`config.mk`:
```
export PLATFORM = sky130hd
export DESIGN_NAME = mrs_ctrl
export DESIGN_NICKNAME = d
export VERILOG_FILES = /design/src/rtl/mrs_pkg.sv /design/src/rtl/mrs_field_check.sv /design/src/rtl/mrs_wait_timer.sv /design/src/rtl/mrs_ctrl.sv
export SDC_FILE = /design/constraint.sdc
export NUM_CORES = 1
export LEC_CHECK = 0
export BUFFER_PORTS_ARGS = -buffer_cell sky130_fd_sc_hd__buf_2
export CAP_MARGIN = 20
export CORE_AREA = 2 2 47 82
export DETAILED_ROUTE_END_ITERATION = 10
export DIE_AREA = 0 0 49 84
export PLACE_DENSITY = 0.74
export SLEW_MARGIN = 20
export SYNTH_ARGS = -nofsm -noshare
export SYNTH_HDL_FRONTEND = slang
export SYNTH_SLANG_ARGS = --single-unit
```
`constraint.sdc`:
```
create_clock -name clk -period 1.4 [get_ports clk]
set_input_delay 0.07 -clock clk [delete_from_list [all_inputs] [get_ports clk]]
set_output_delay 0.07 -clock clk [all_outputs]
set_load 0.03 [all_outputs]
```
`src/rtl/mrs_pkg.sv`:
```
package mrs_pkg;
    localparam int MR_W     = 13;
    localparam int BL_LSB   = 0;
    localparam int BL_W     = 3;
    localparam int BT_BIT   = 3;
    localparam int CL_LSB   = 4;
    localparam int CL_W     = 3;
    localparam int OP_LSB   = 7;
    localparam int OP_W     = 6;
    localparam int CLR_BIT  = 8;

    typedef enum logic [1:0] {
        ST_READY,
        ST_HOLD,
        ST_ISSUE,
        ST_WAIT
    } mrs_state_e;

    function automatic logic bl_code_ok(input logic [BL_W-1:0] code);
        return (code == 3'b001) || (code == 3'b010) || (code == 3'b011);
    endfunction

    function automatic logic cl_code_ok(input logic [CL_W-1:0] code);
        return (code == 3'b010) || (code == 3'b011) || (code == 3'b110);
    endfunction
endpackage

```
`src/rtl/mrs_field_check.sv`:
```
module mrs_field_check
    import mrs_pkg::*;
(
    input  logic [MR_W-1:0] value_i,
    output logic            legal_o
);
    logic bl_ok;
    logic cl_ok;

    always_comb begin
        bl_ok   = bl_code_ok(value_i[BL_LSB +: BL_W]);
        cl_ok   = cl_code_ok(value_i[CL_LSB +: CL_W]);
        legal_o = bl_ok && cl_ok;
    end
endmodule

```
`src/rtl/mrs_wait_timer.sv`:
```
module mrs_wait_timer #(
    parameter int CYCLES = 2
) (
    input  logic clk,
    input  logic rst_n,
    input  logic start_i,
    output logic done_o
);
    localparam int CW = (CYCLES > 1) ? $clog2(CYCLES) : 1;

    logic [CW-1:0] cnt_q;

    always_ff @(posedge clk) begin
        if (!rst_n) begin
            cnt_q <= '0;
        end else if (start_i) begin
            cnt_q <= CW'(CYCLES - 1);
        end else if (cnt_q != '0) begin
            cnt_q <= cnt_q - 1'b1;
        end
    end

    assign done_o = (cnt_q == '0);
endmodule

```
`src/rtl/mrs_ctrl.sv`:
```
module mrs_ctrl
    import mrs_pkg::*;
#(
    parameter int WAIT_CYC = 2
) (
    input  logic            clk,
    input  logic            rst_n,
    input  logic            req_valid_i,
    input  logic [MR_W-1:0] req_value_i,
    input  logic            banks_idle_i,
    input  logic            burst_active_i,
    output logic            mrs_cmd_o,
    output logic [1:0]      ba_o,
    output logic [MR_W-1:0] addr_o,
    output logic            ready_o,
    output logic            reject_o,
    output logic            held_o,
    output logic [BL_W-1:0] burst_len_o,
    output logic            burst_type_o,
    output logic [CL_W-1:0] cas_lat_o,
    output logic [OP_W-1:0] op_mode_o
);
    mrs_state_e      state_q, state_d;
    logic [MR_W-1:0] pend_q;
    logic [MR_W-1:0] shadow_q;
    logic            reject_q, held_q;
    logic            req_legal;
    logic            path_free;
    logic            take_req;
    logic            tmr_done;

    mrs_field_check u_check (
        .value_i (req_value_i),
        .legal_o (req_legal)
    );

    mrs_wait_timer #(.CYCLES(WAIT_CYC)) u_timer (
        .clk     (clk),
        .rst_n   (rst_n),
        .start_i (state_q == ST_ISSUE),
        .done_o  (tmr_done)
    );

    assign path_free = banks_idle_i && !burst_active_i;
    assign take_req  = (state_q == ST_READY) && req_valid_i;

    // next-state logic
    always_comb begin
        state_d = state_q;
        unique case (state_q)
            ST_READY: if (take_req && req_legal) state_d = path_free ? ST_ISSUE : ST_HOLD;
            ST_HOLD:  if (path_free) state_d = ST_ISSUE;
            ST_ISSUE: state_d = ST_WAIT;
            ST_WAIT:  if (tmr_done) state_d = ST_READY;
            default:  state_d = ST_READY;
        endcase
    end

    // state and data registers
    always_ff @(posedge clk) begin
        if (!rst_n) begin
            state_q  <= ST_READY;
            pend_q   <= '0;
            shadow_q <= '0;
            reject_q <= 1'b0;
            held_q   <= 1'b0;
        end else begin
            state_q  <= state_d;
            reject_q <= take_req && !req_legal;
            held_q   <= take_req && req_legal && !path_free;
            if (take_req && req_legal) begin
                pend_q <= req_value_i;
            end
            if (state_q == ST_ISSUE) begin
                shadow_q <= pend_q;
            end else begin
                shadow_q[CLR_BIT] <= 1'b0;
            end
        end
    end

    // outputs
    always_comb begin
        mrs_cmd_o    = (state_q == ST_ISSUE);
        ba_o         = 2'b00;
        addr_o       = (state_q == ST_ISSUE) ? pend_q : '0;
        ready_o      = (state_q == ST_READY);
        reject_o     = reject_q;
        held_o       = held_q;
        burst_len_o  = shadow_q[BL_LSB +: BL_W];
        burst_type_o = shadow_q[BT_BIT];
        cas_lat_o    = shadow_q[CL_LSB +: CL_W];
        op_mode_o    = shadow_q[OP_LSB +: OP_W];
    end

    AST_CMD_LEGAL: assert property (@(posedge clk) disable iff (!rst_n)
        mrs_cmd_o |-> $past(banks_idle_i && !burst_active_i));
    AST_CMD_SINGLE: assert property (@(posedge clk) disable iff (!rst_n)
        mrs_cmd_o |=> !mrs_cmd_o);
    AST_GAP_NOT_READY: assert property (@(posedge clk) disable iff (!rst_n)
        mrs_cmd_o |=> !ready_o);
    AST_SHADOW_LOAD: assert property (@(posedge clk) disable iff (!rst_n)
        mrs_cmd_o |=> {op_mode_o, cas_lat_o, burst_type_o, burst_len_o} == $past(addr_o));
    AST_SELF_CLEAR: assert property (@(posedge clk) disable iff (!rst_n)
        $rose(op_mode_o[1]) |=> !op_mode_o[1]);
    AST_REJECT_QUIET: assert property (@(posedge clk) disable iff (!rst_n)
        reject_o |-> !mrs_cmd_o && ready_o && $stable(burst_len_o) && $stable(cas_lat_o));
    AST_HELD_NO_CMD: assert property (@(posedge clk) disable iff (!rst_n)
        held_o |-> !mrs_cmd_o && !ready_o);
    AST_SHADOW_HOLD: assert property (@(posedge clk) disable iff (!rst_n)
        !mrs_cmd_o |=> $stable(burst_len_o) && $stable(cas_lat_o) && $stable(burst_type_o));
endmodule

```
* After elaboration in Yosys (flattened, before gate mapping)
Cells that the tools add are included.
Word-level totals: input port bits 18, bits in registers 31, output and inout port bits 32, word-level logic and storage cells 44
Operators by class: $add $sub $neg 1, reductions and logical operators 16, multiplexer cells 8, eq/ne operators 12
Operators with widths (count):
- two-way mux 13 bit | 1
- equality test 3 x 2 -> 1 bit, second input constant | 4
- two-way mux 2 bit | 4
- one-hot mux 2 bit (4 select lines) | 1
- logical AND 1 bit | 6
- equality test 2 bit, second input constant | 2
- logical OR 1 bit | 4
- inequality test 2 bit, second input constant | 2
- equality test 3 x 1 -> 1 bit, second input constant | 1
- equality test 3 bit, second input constant | 1
- zero test 1 bit | 3
- AND reduction 3 bit | 1
- equality test 2 x 1 -> 1 bit, second input constant | 1
- zero test 2 bit | 1
- two-way mux 1 bit | 2
- inequality test 2 x 1 -> 1 bit, second input constant | 1
- AND reduction 2 bit | 1
- subtractor 1 bit, second input constant | 1

* Depth between registers and ports, before layout
Gate-level depths: netlist (run 1).
depth after elaboration 7, mapped depth 7, gate-level depth less buffers 6

* Modules after synthesis
A second synthesis (run 1) with hierarchy kept.
Unflattened totals: cell total of the unflattened synthesis 148, area total of the unflattened synthesis 1233.7 um^2
By module, submodules not included:
- mrs_ctrl | cells each 142, seq. area each 600.6 um^2, area an instance 1181.1 um^2, times used 1
- mrs_wait_timer | cells each 3, seq. area each 20.0 um^2, area an instance 30.0 um^2, times used 1
- mrs_field_check | cells each 3, seq. area each 0.0 um^2, area an instance 22.5 um^2, times used 1

* Worst setup path before layout (run 1)
OpenSTA, ideal clock, no wires.
path type flip-flop to flip-flop, from register state_q[0], to register shadow_q[0], setup time 0.058 ns, path slack -0.343 ns, clock period less this slack 1.743 ns, stages on the path, launching flop included 6, arrival time 1.685 ns, required time 1.342 ns, buffers on the path 1, cell sequence dfxtp_1 -> inv_1 -> ha_1 -> clkbuf_1 -> and2_1 -> o21a_1
On the way: longest elaborated chain between the ends 1
Ends and longest elaborated chain:
- start, declared | line mrs_ctrl.sv:23 | mrs_state_e state_q, state_d;
- start signal, assigned | line mrs_ctrl.sv:68 | state_q <= state_d;
- equality test 2 bit
- via mrs_cmd_o | line mrs_ctrl.sv:12 | output logic mrs_cmd_o,
- end signal, assigned | line mrs_ctrl.sv:75 | shadow_q <= pend_q;
- end, declared | line mrs_ctrl.sv:25 | logic [MR_W-1:0] shadow_q;
The timed path passes the listed nets, and every way through them passes these cells. A chain may end at the register's enable or synchronous reset.

* Worst setup path after layout (run 1)
from register state_q[1], to output addr_o[11]
On the way: longest elaborated chain between the ends 2
Ends and longest elaborated chain:
- equality test 2 bit | line mrs_ctrl.sv:86 | addr_o = (state_q == ST_ISSUE) ? pend_q : '0;
- two-way mux 13 bit | line mrs_ctrl.sv:86
- end, declared | line mrs_ctrl.sv:14 | output logic [MR_W-1:0] addr_o,
No other way between the ends.

==> results of run 1 <==
-- metrics by stage --
step	worst slack [ns]	instance area (µm²)	instances
5_1_grt	-0.0173	2110	256
6_report	0.0147	2110	256
2_1_floorplan	-0.0909	1420	147
4_1_cts	-0.0330	2000	249
3_3_place_gp	0.0760	1750	236
3_5_place_dp	0.0223	1750	236
-- final cells by class --
class,count,area (µm²),area share [%]
Timing Repair Buffer,66,556,26.3
Inverter,4,17.5,0.829
Tap cell,46,57.6,2.73
Clock buffer,8,100,4.74
Multi-Input combinational cell,101,758,35.9
Sequential cell,31,623,29.5
-- synth_stat cells (all sizes together) --
| master | instances |
|---|---|
| o21a | 13 |
| clkbuf | 5 |
| nor2b | 13 |
| a2111oi | 1 |
| mux2i | 2 |
| a2bb2oi | 1 |
| a211oi | 1 |
| ha | 5 |
| and3 | 1 |
| mux2 | 1 |
| conb | 1 |
| o221ai | 1 |
| and2 | 14 |
| nor3b | 1 |
| nand2b | 1 |
| nand3 | 12 |
| o211ai | 1 |
| nand2 | 17 |
| dfxtp | 31 |
| inv | 4 |
| buf | 6 |
| nor2 | 3 |
| o21ai | 11 |
-- worst register-to-register path: stages, from the launching register on --
cell and delay [ns]:
dfxtp_2 0.33, inv_4 0.08, ha_4 0.16, nand2_4 0.05, a2111oi_4 0.19, buf_6 0.18
clkbuf_16 0.15, nand3_2 0.05, o21ai_1 0.07
-- state kept, by name, indices dropped and copies added, names as in the netlist --
signal         flops
shadow_q          13
reject_o           1
pend_q            13
u_timer.cnt_q      1
held_o             1
state_q            2
-- how the worst min path moves through the flow --
stage,end,slack (ns),cells past startpoint
after detailed placement,pend_q[9],0.30,3
after floorplan,pend_q[12],0.20,2
after CTS,pend_q[9],0.01,3
after global routing,pend_q[9],0.03,3
after global placement,pend_q[9],0.29,3
final,pend_q[9],0.02,3
-- cell families after synthesis --
logic type,count (synthesis)
and+or+nand+nor,62
other,1
adders and majority gates,5
muxes,3
buffers and inverters,15
AOI/OAI and AO/OA,29
DFF,31
-- what timing repair did --
item	in CTS	in global routing
pin swaps	1	2
buffers inserted	5	4
setup endpoints to repair	13	24
gates resized for setup	39	9
gates cloned	0	3
-- per-layer routing --
metal / up-vias / share of wire (%) / track usage, %
met5: - / 0 / 0
met4: 0 / 2.4 / 7.01
met3: 8 / 4.7 / 5.02
met2: 34 / 55 / 29.4
met1: 560 / 38 / 16.1
li1: 607 / - / -
-- power breakdown --
| group | leakage [nW] | switching, W | internal, W |
|---|---|---|---|
| clock | 0.0515 | 0.000321 | 0.000448 |
| sequential | 0.251 | 0.0000106 | 0.000902 |
| combinational | 0.668 | 0.000152 | 0.000134 |
==> impl_metrics.tcl, run 1 <==
set metrics [dict create \
    status "finished clean" \
    synth_top_family_by_area "simple AND/OR/NAND/NOR gates" \
    timing.final.crit_share_pct 98.9 \
    synth_top_area_share_pct 45.8 \
    drt_iter0_drc 16 \
    r2r-start "state_q[0]" \
    top_level_ports 50 \
    die_w_um 49 \
    r2r_cells 8 \
    seq_area_frac_synth_pct 45.8 \
    hp-class "in -> reg" \
    ant_nets 0 \
    hold_start "req_value_i[9]" \
    crit_type "reg -> out" \
    ys_seq_elements 31 \
    synth_area_um2 1350 \
    num_rows 29 \
    area_delta_synth_final_pct 56.0 \
    synth_simple_gate_area_share_pct 24.5 \
    path_depth 5 \
    critPathLaunch "state_q[1]" \
    root_buffer "clkbuf_8" \
    synth.distinct_cells 26 \
    vias 1209 \
    grt_pass1_vias 1176 \
    totalWireLength_um 3140 \
    start_util_pct 38.5 \
    hold_viol_final 0 \
    grt_max_degree 34 \
    rr_endpoint "pend_q[11]" \
    synth.area.top_cells "dfxtp_1 46%, o21a_1 7.2%, and2_1 6.5%" \
    core-area_um2 3520 \
    hold_ws_ns 0.0161 \
    crit_family "buffers and inverters" \
    layout_commonest_cell "buf_2" \
    fill_cells 327 \
    worstSetupStartpointType "register" \
    leakage_nw 0.971 \
    cts_max_level 2 \
    port_buffers 47 \
    cts_buffer_depth 2 \
    cp_slowest_cell "dfxtp_2" \
    cp_common_cell "buf_6" \
    synth_compound_area_share_pct 16.3 \
    cp-endpoint "addr_o[11]" \
    routabilityCongestion 0.806 \
    slowest_delay_ns 0.33 \
    final_cell_mix "34 x buf_2, 29 x dfxtp_1, 16 x nand2_1, 16 x buf_6" \
    crit_arrival_ns 1.32 \
    cts_hold_buffers 0 \
    antenna_found_initial 0 \
    fmax_ghz 0.722 \
    peakVddDrop_v 0.000659 \
    r2r_slack_ns 0.06 \
    synth_adder_area_share_pct 4.62 \
    drc_errors 0 \
    worstPathMaxFanout 9 \
    cp_data_required_time_ns 1.33 \
    clk_pin_slew_ns 0.06 \
    fin_setup_tns_ns 0 \
    firstDrtPassIters 4 \
    skew_ns 0.00509 \
    worstSetupEndpointType "output port" \
    yosysTopAreaCell "dfxtp_1" \
    maxCapViolations 0 \
    clkSinkCount 31 \
    path_buf_inv 3 \
    synth.mux.area_fraction_pct 2.31 \
    grt_pass1_wl_um 5060 \
    rsz0062_at_grt "yes" \
    viasPerCell 4.72 \
    nNetsFinal 232 \
    synth_area_per_cell_um2 9.27 \
    dieArea_um2 4120 \
    total_power_w 0.00197 \
    fin_crit_ns 1.39 \
    cts_tree "done" \
    layout-drive-gt1-share_pct 50.5 \
    cts_buffers 5 \
    fin_util_pct 60.0 \
    die_h_um 84 \
    grt.overflow.total 0 \
    powerDensity_nw_per_um2 932 \
    antennaDiodeCount 0 \
    netlist_instances 146 \
    setup_violations 0 \
    path_cells "buf_6 > ha_4 > buf_12 > and2_4 > buf_6" \
    post-dp-hpwl_um 2080 \
    worstSkewPairLatency_ns 0.28 \
    maxSlewViolCount 0 \
    yosys.area_share.xor_xnor_pct 0 \
    grt.total_usage_pct 16.0 \
    wl_per_cell_um 12.3 \
    synth_warnings 0 \
]
Note: power is estimated with default switching activity, not from simulation.
==> run 2, diff against run 1 <==
--- a/config.mk
+++ b/config.mk
@@ -7,11 +7,13 @@
 export LEC_CHECK = 0
 export BUFFER_PORTS_ARGS = -buffer_cell sky130_fd_sc_hd__buf_2
 export CAP_MARGIN = 20
-export CORE_AREA = 2 2 47 82
+export CORE_AREA = 2 2 45 79
+export CTS_CLUSTER_SIZE = 24
 export DETAILED_ROUTE_END_ITERATION = 10
-export DIE_AREA = 0 0 49 84
-export PLACE_DENSITY = 0.74
+export DIE_AREA = 0 0 47 81
+export PLACE_DENSITY = 0.75
 export SLEW_MARGIN = 20
 export SYNTH_ARGS = -nofsm -noshare
 export SYNTH_HDL_FRONTEND = slang
+export SYNTH_HIERARCHICAL = 1
 export SYNTH_SLANG_ARGS = --single-unit
==> run 2 against run 1 <==
  * The run now ends with negative setup slack left
  * Via count decreased by 1.6%
  * Sequential power increased by 9.1%
  * Register-to-register slack got worse by 0.08 ns
  * Count of clock-buffer cells in the layout decreased by 2
  * Largest power group unchanged
  * Clock skew increased by 0.0016 ns
  * Critical path depth decreased by 1
  * Final area decreased by 8.8%
  * Clock power increased by 17%
  * Die area decreased by 7.5%
  * First-iteration DRC count increased by 6.3%
==> impl_metrics.tcl, run 2 <==
set metrics [dict create \
    status "finished, violations left" \
    violations "negative setup slack" \
    grt.total_usage_pct 17.1 \
    root_buffer "clkbuf_8" \
    seq_area_frac_synth_pct 50.3 \
    yosys-top-cells-count "31 x dfxtp_1, 29 x nand2_1, 26 x a21oi_1" \
    comb_power_share_pct 25.9 \
    fin_crit_ns 1.42 \
    worstSetupEndpointType "register" \
    cts_max_level 2 \
    grt_pass1_wl_um 4660 \
    hold_viol_final 0 \
    maxSlewViolCount 0 \
    totalWireLength_um 3090 \
    synth_area_um2 1230 \
    intPower_w 0.00182 \
    yosysTopAreaCell "dfxtp_1" \
    path_buf_inv 1 \
    synth_top_area_share_pct 50.3 \
    hp-class "in -> reg" \
    peakVddDrop_v 0.000928 \
    wl_per_cell_um 11.9 \
    fill_cells 305 \
    post-dp-hpwl_um 2130 \
    top_level_ports 50 \
    die_w_um 47 \
    viasPerCell 4.58 \
    start_util_pct 38.3 \
    synth.area.top_cells "dfxtp_1 50%, a21oi_1 11%, nand2_1 8.8%" \
    worstPathMaxFanout 3 \
    maxCapViolations 0 \
    grt.overflow.total 0 \
    cts_buffer_depth 2 \
    p_seq_share_pct 38.8 \
    timing.final.crit_share_pct 102 \
    num_rows 28 \
    synth_area_per_cell_um2 8.34 \
    crit_arrival_ns 1.59 \
    vias 1190 \
    cp_slowest_cell "dfxtp_4" \
    synth_most_common_cell "dfxtp_1" \
    synth_warnings 6 \
    drc_errors 0 \
    area_delta_synth_final_pct 56.1 \
    antennaDiodeCount 0 \
    firstDrtPassIters 4 \
    antenna_found_initial 0 \
    grt_pass1_vias 1086 \
    dieArea_um2 3810 \
    layout-drive-gt1-share_pct 45.1 \
    worstSetupStartpointType "register" \
    place_area_um2 1620 \
    synth_ff_type "dfxtp_1" \
    fin_setup_tns_ns -0.0225 \
    multi_input_area_um2 621 \
    nNetsFinal 237 \
    cp_data_required_time_ns 1.56 \
    grt_max_degree 18 \
    final_cell_mix "37 x buf_2, 29 x nand2_1, 29 x dfxtp_1" \
    routabilityCongestion 0.804 \
    swShare_pct 29.0 \
    stdcell_count 260 \
    powerDensity_nw_per_um2 1330 \
    cts_tree "done" \
    worstSkewPairLatency_ns 0.28 \
    path_cells "inv_4 > ha_4 > a222oi_1 > mux2_1" \
    synth-edff-count 0 \
    crit_family "flip-flops" \
    layout_commonest_cell "buf_2" \
    clk_pin_slew_ns 0.07 \
    power.share.clock_pct 35.2 \
    fmax_ghz 0.703 \
    largest_registers "pend_q x13, shadow_q x13, state_q x2" \
    fin_area_um2 1930 \
    ys_seq_elements 31 \
    drt_iter0_drc 17 \
    p_sw_w 0.000744 \
    core-area_um2 3220 \
    cts_buffers 5 \
    setup_violations 1 \
    port_buffers 47 \
    fin_ws_ns -0.0225 \
    total_power_w 0.00256 \
    slowest_delay_ns 0.39 \
    regArea_um2 628 \
    placed_cells 243 \
    ant_nets 0 \
    crit_type "reg -> reg" \
    leakage_nw 0.887 \
    rsz0062_at_grt "yes" \
    skew_ns 0.00664 \
    synth.distinct_cells 23 \
    postSynth.asyncResetShare_pct 0 \
    place_ws_ns -0.136 \
    die_h_um 81 \
    netlist_instances 148 \
    clkSinkCount 31 \
]
run 2: cell types whose count changed in the layout (fill, tap and decap cells not counted), sizes merged, moves of 4 or more:
cell	change
nand2	+12
clkbuf	-4
nor2	+11
nor2b	-13
nand3	-11
o21ai	-11
a21oi	+26
o21a	-13
run 2: worst reg2reg max path: stages, from the launching register on:
cell	delay (ns)
dfxtp_4	0.39
inv_4	0.05
ha_4	0.15
a222oi_1	0.36
mux2_1	0.36
run 2: worst paths after layout:
check / from / endpoint / slack (ns) / depth (start not counted)
worst min-delay path: req_value_i[10] / pend_q[10] / 0.02 / 3
worst max-delay path: state_q[1] / state_q[1] / -0.02 / 4
worst min register to register: pend_q[9] / pend_q[9] / 0.45 / 2
worst max register to register: state_q[1] / state_q[1] / -0.02 / 4
run 2: stage by stage:
stage | hold WS [ns] | util (%)
3_3_place_gp | 0.310 | 50.2
3_5_place_dp | 0.318 | 50.2
4_1_cts | 0.0168 | 57.5
5_1_grt | 0.0184 | 59.7
2_1_floorplan | 0.197 | -
6_report | 0.0231 | 59.7
run 2: logic make-up after synthesis:
logic type	after synthesis	synth area share [%]
compound gates	29	13.2
fa+ha+maj	5	5.07
mux	2	1.72
flops	31	50.3
simple gates	65	24.1
other cells	1	0.304
buf+inv	15	5.27
run 2: metal layers:
metal	wire length (µm)	vias up	global-route usage, %
met5	0	-	0
met4	25	0	7.78
met3	106	2	4.00
met2	1890	36	31.1
met1	1070	544	17.1
li1	-	608	-
run 2: what timing repair did:
item                                   CTS  global route
gates resized for setup                 36             7
hold buffers                             0             0
cloned                                   0             1
pin swaps                                3             3
setup buffers                            2             6
setup endpoints to repair               15            12
endpoints found under the hold margin    0             0
run 2: final cells by class:
| class | instances | share of cell area [%] |
|---|---|---|
| repair inverters | 1 | 0.390 |
| inverters | 7 | 1.82 |
| multi-input cells | 103 | 32.2 |
| repair buffers | 65 | 23.9 |
| clock inverters | 2 | 1.82 |
| flip-flops and latches | 31 | 32.6 |
| clock buffers | 6 | 4.29 |
| well taps | 45 | 2.92 |
run 2: power groups by stage:
stage / Clock [W] / Combinational [W] / Sequential [W]
6_report: 0.000903 / 0.000665 / 0.000996
5_1_grt: 0.000965 / 0.000726 / 0.00100
4_1_cts: 0.000922 / 0.000635 / 0.000992
3_5_place_dp: 0 / 0.000582 / 0.000993
3_3_place_gp: 0 / 0.000571 / 0.000992
2_1_floorplan: 0 / 0.000374 / 0.00100
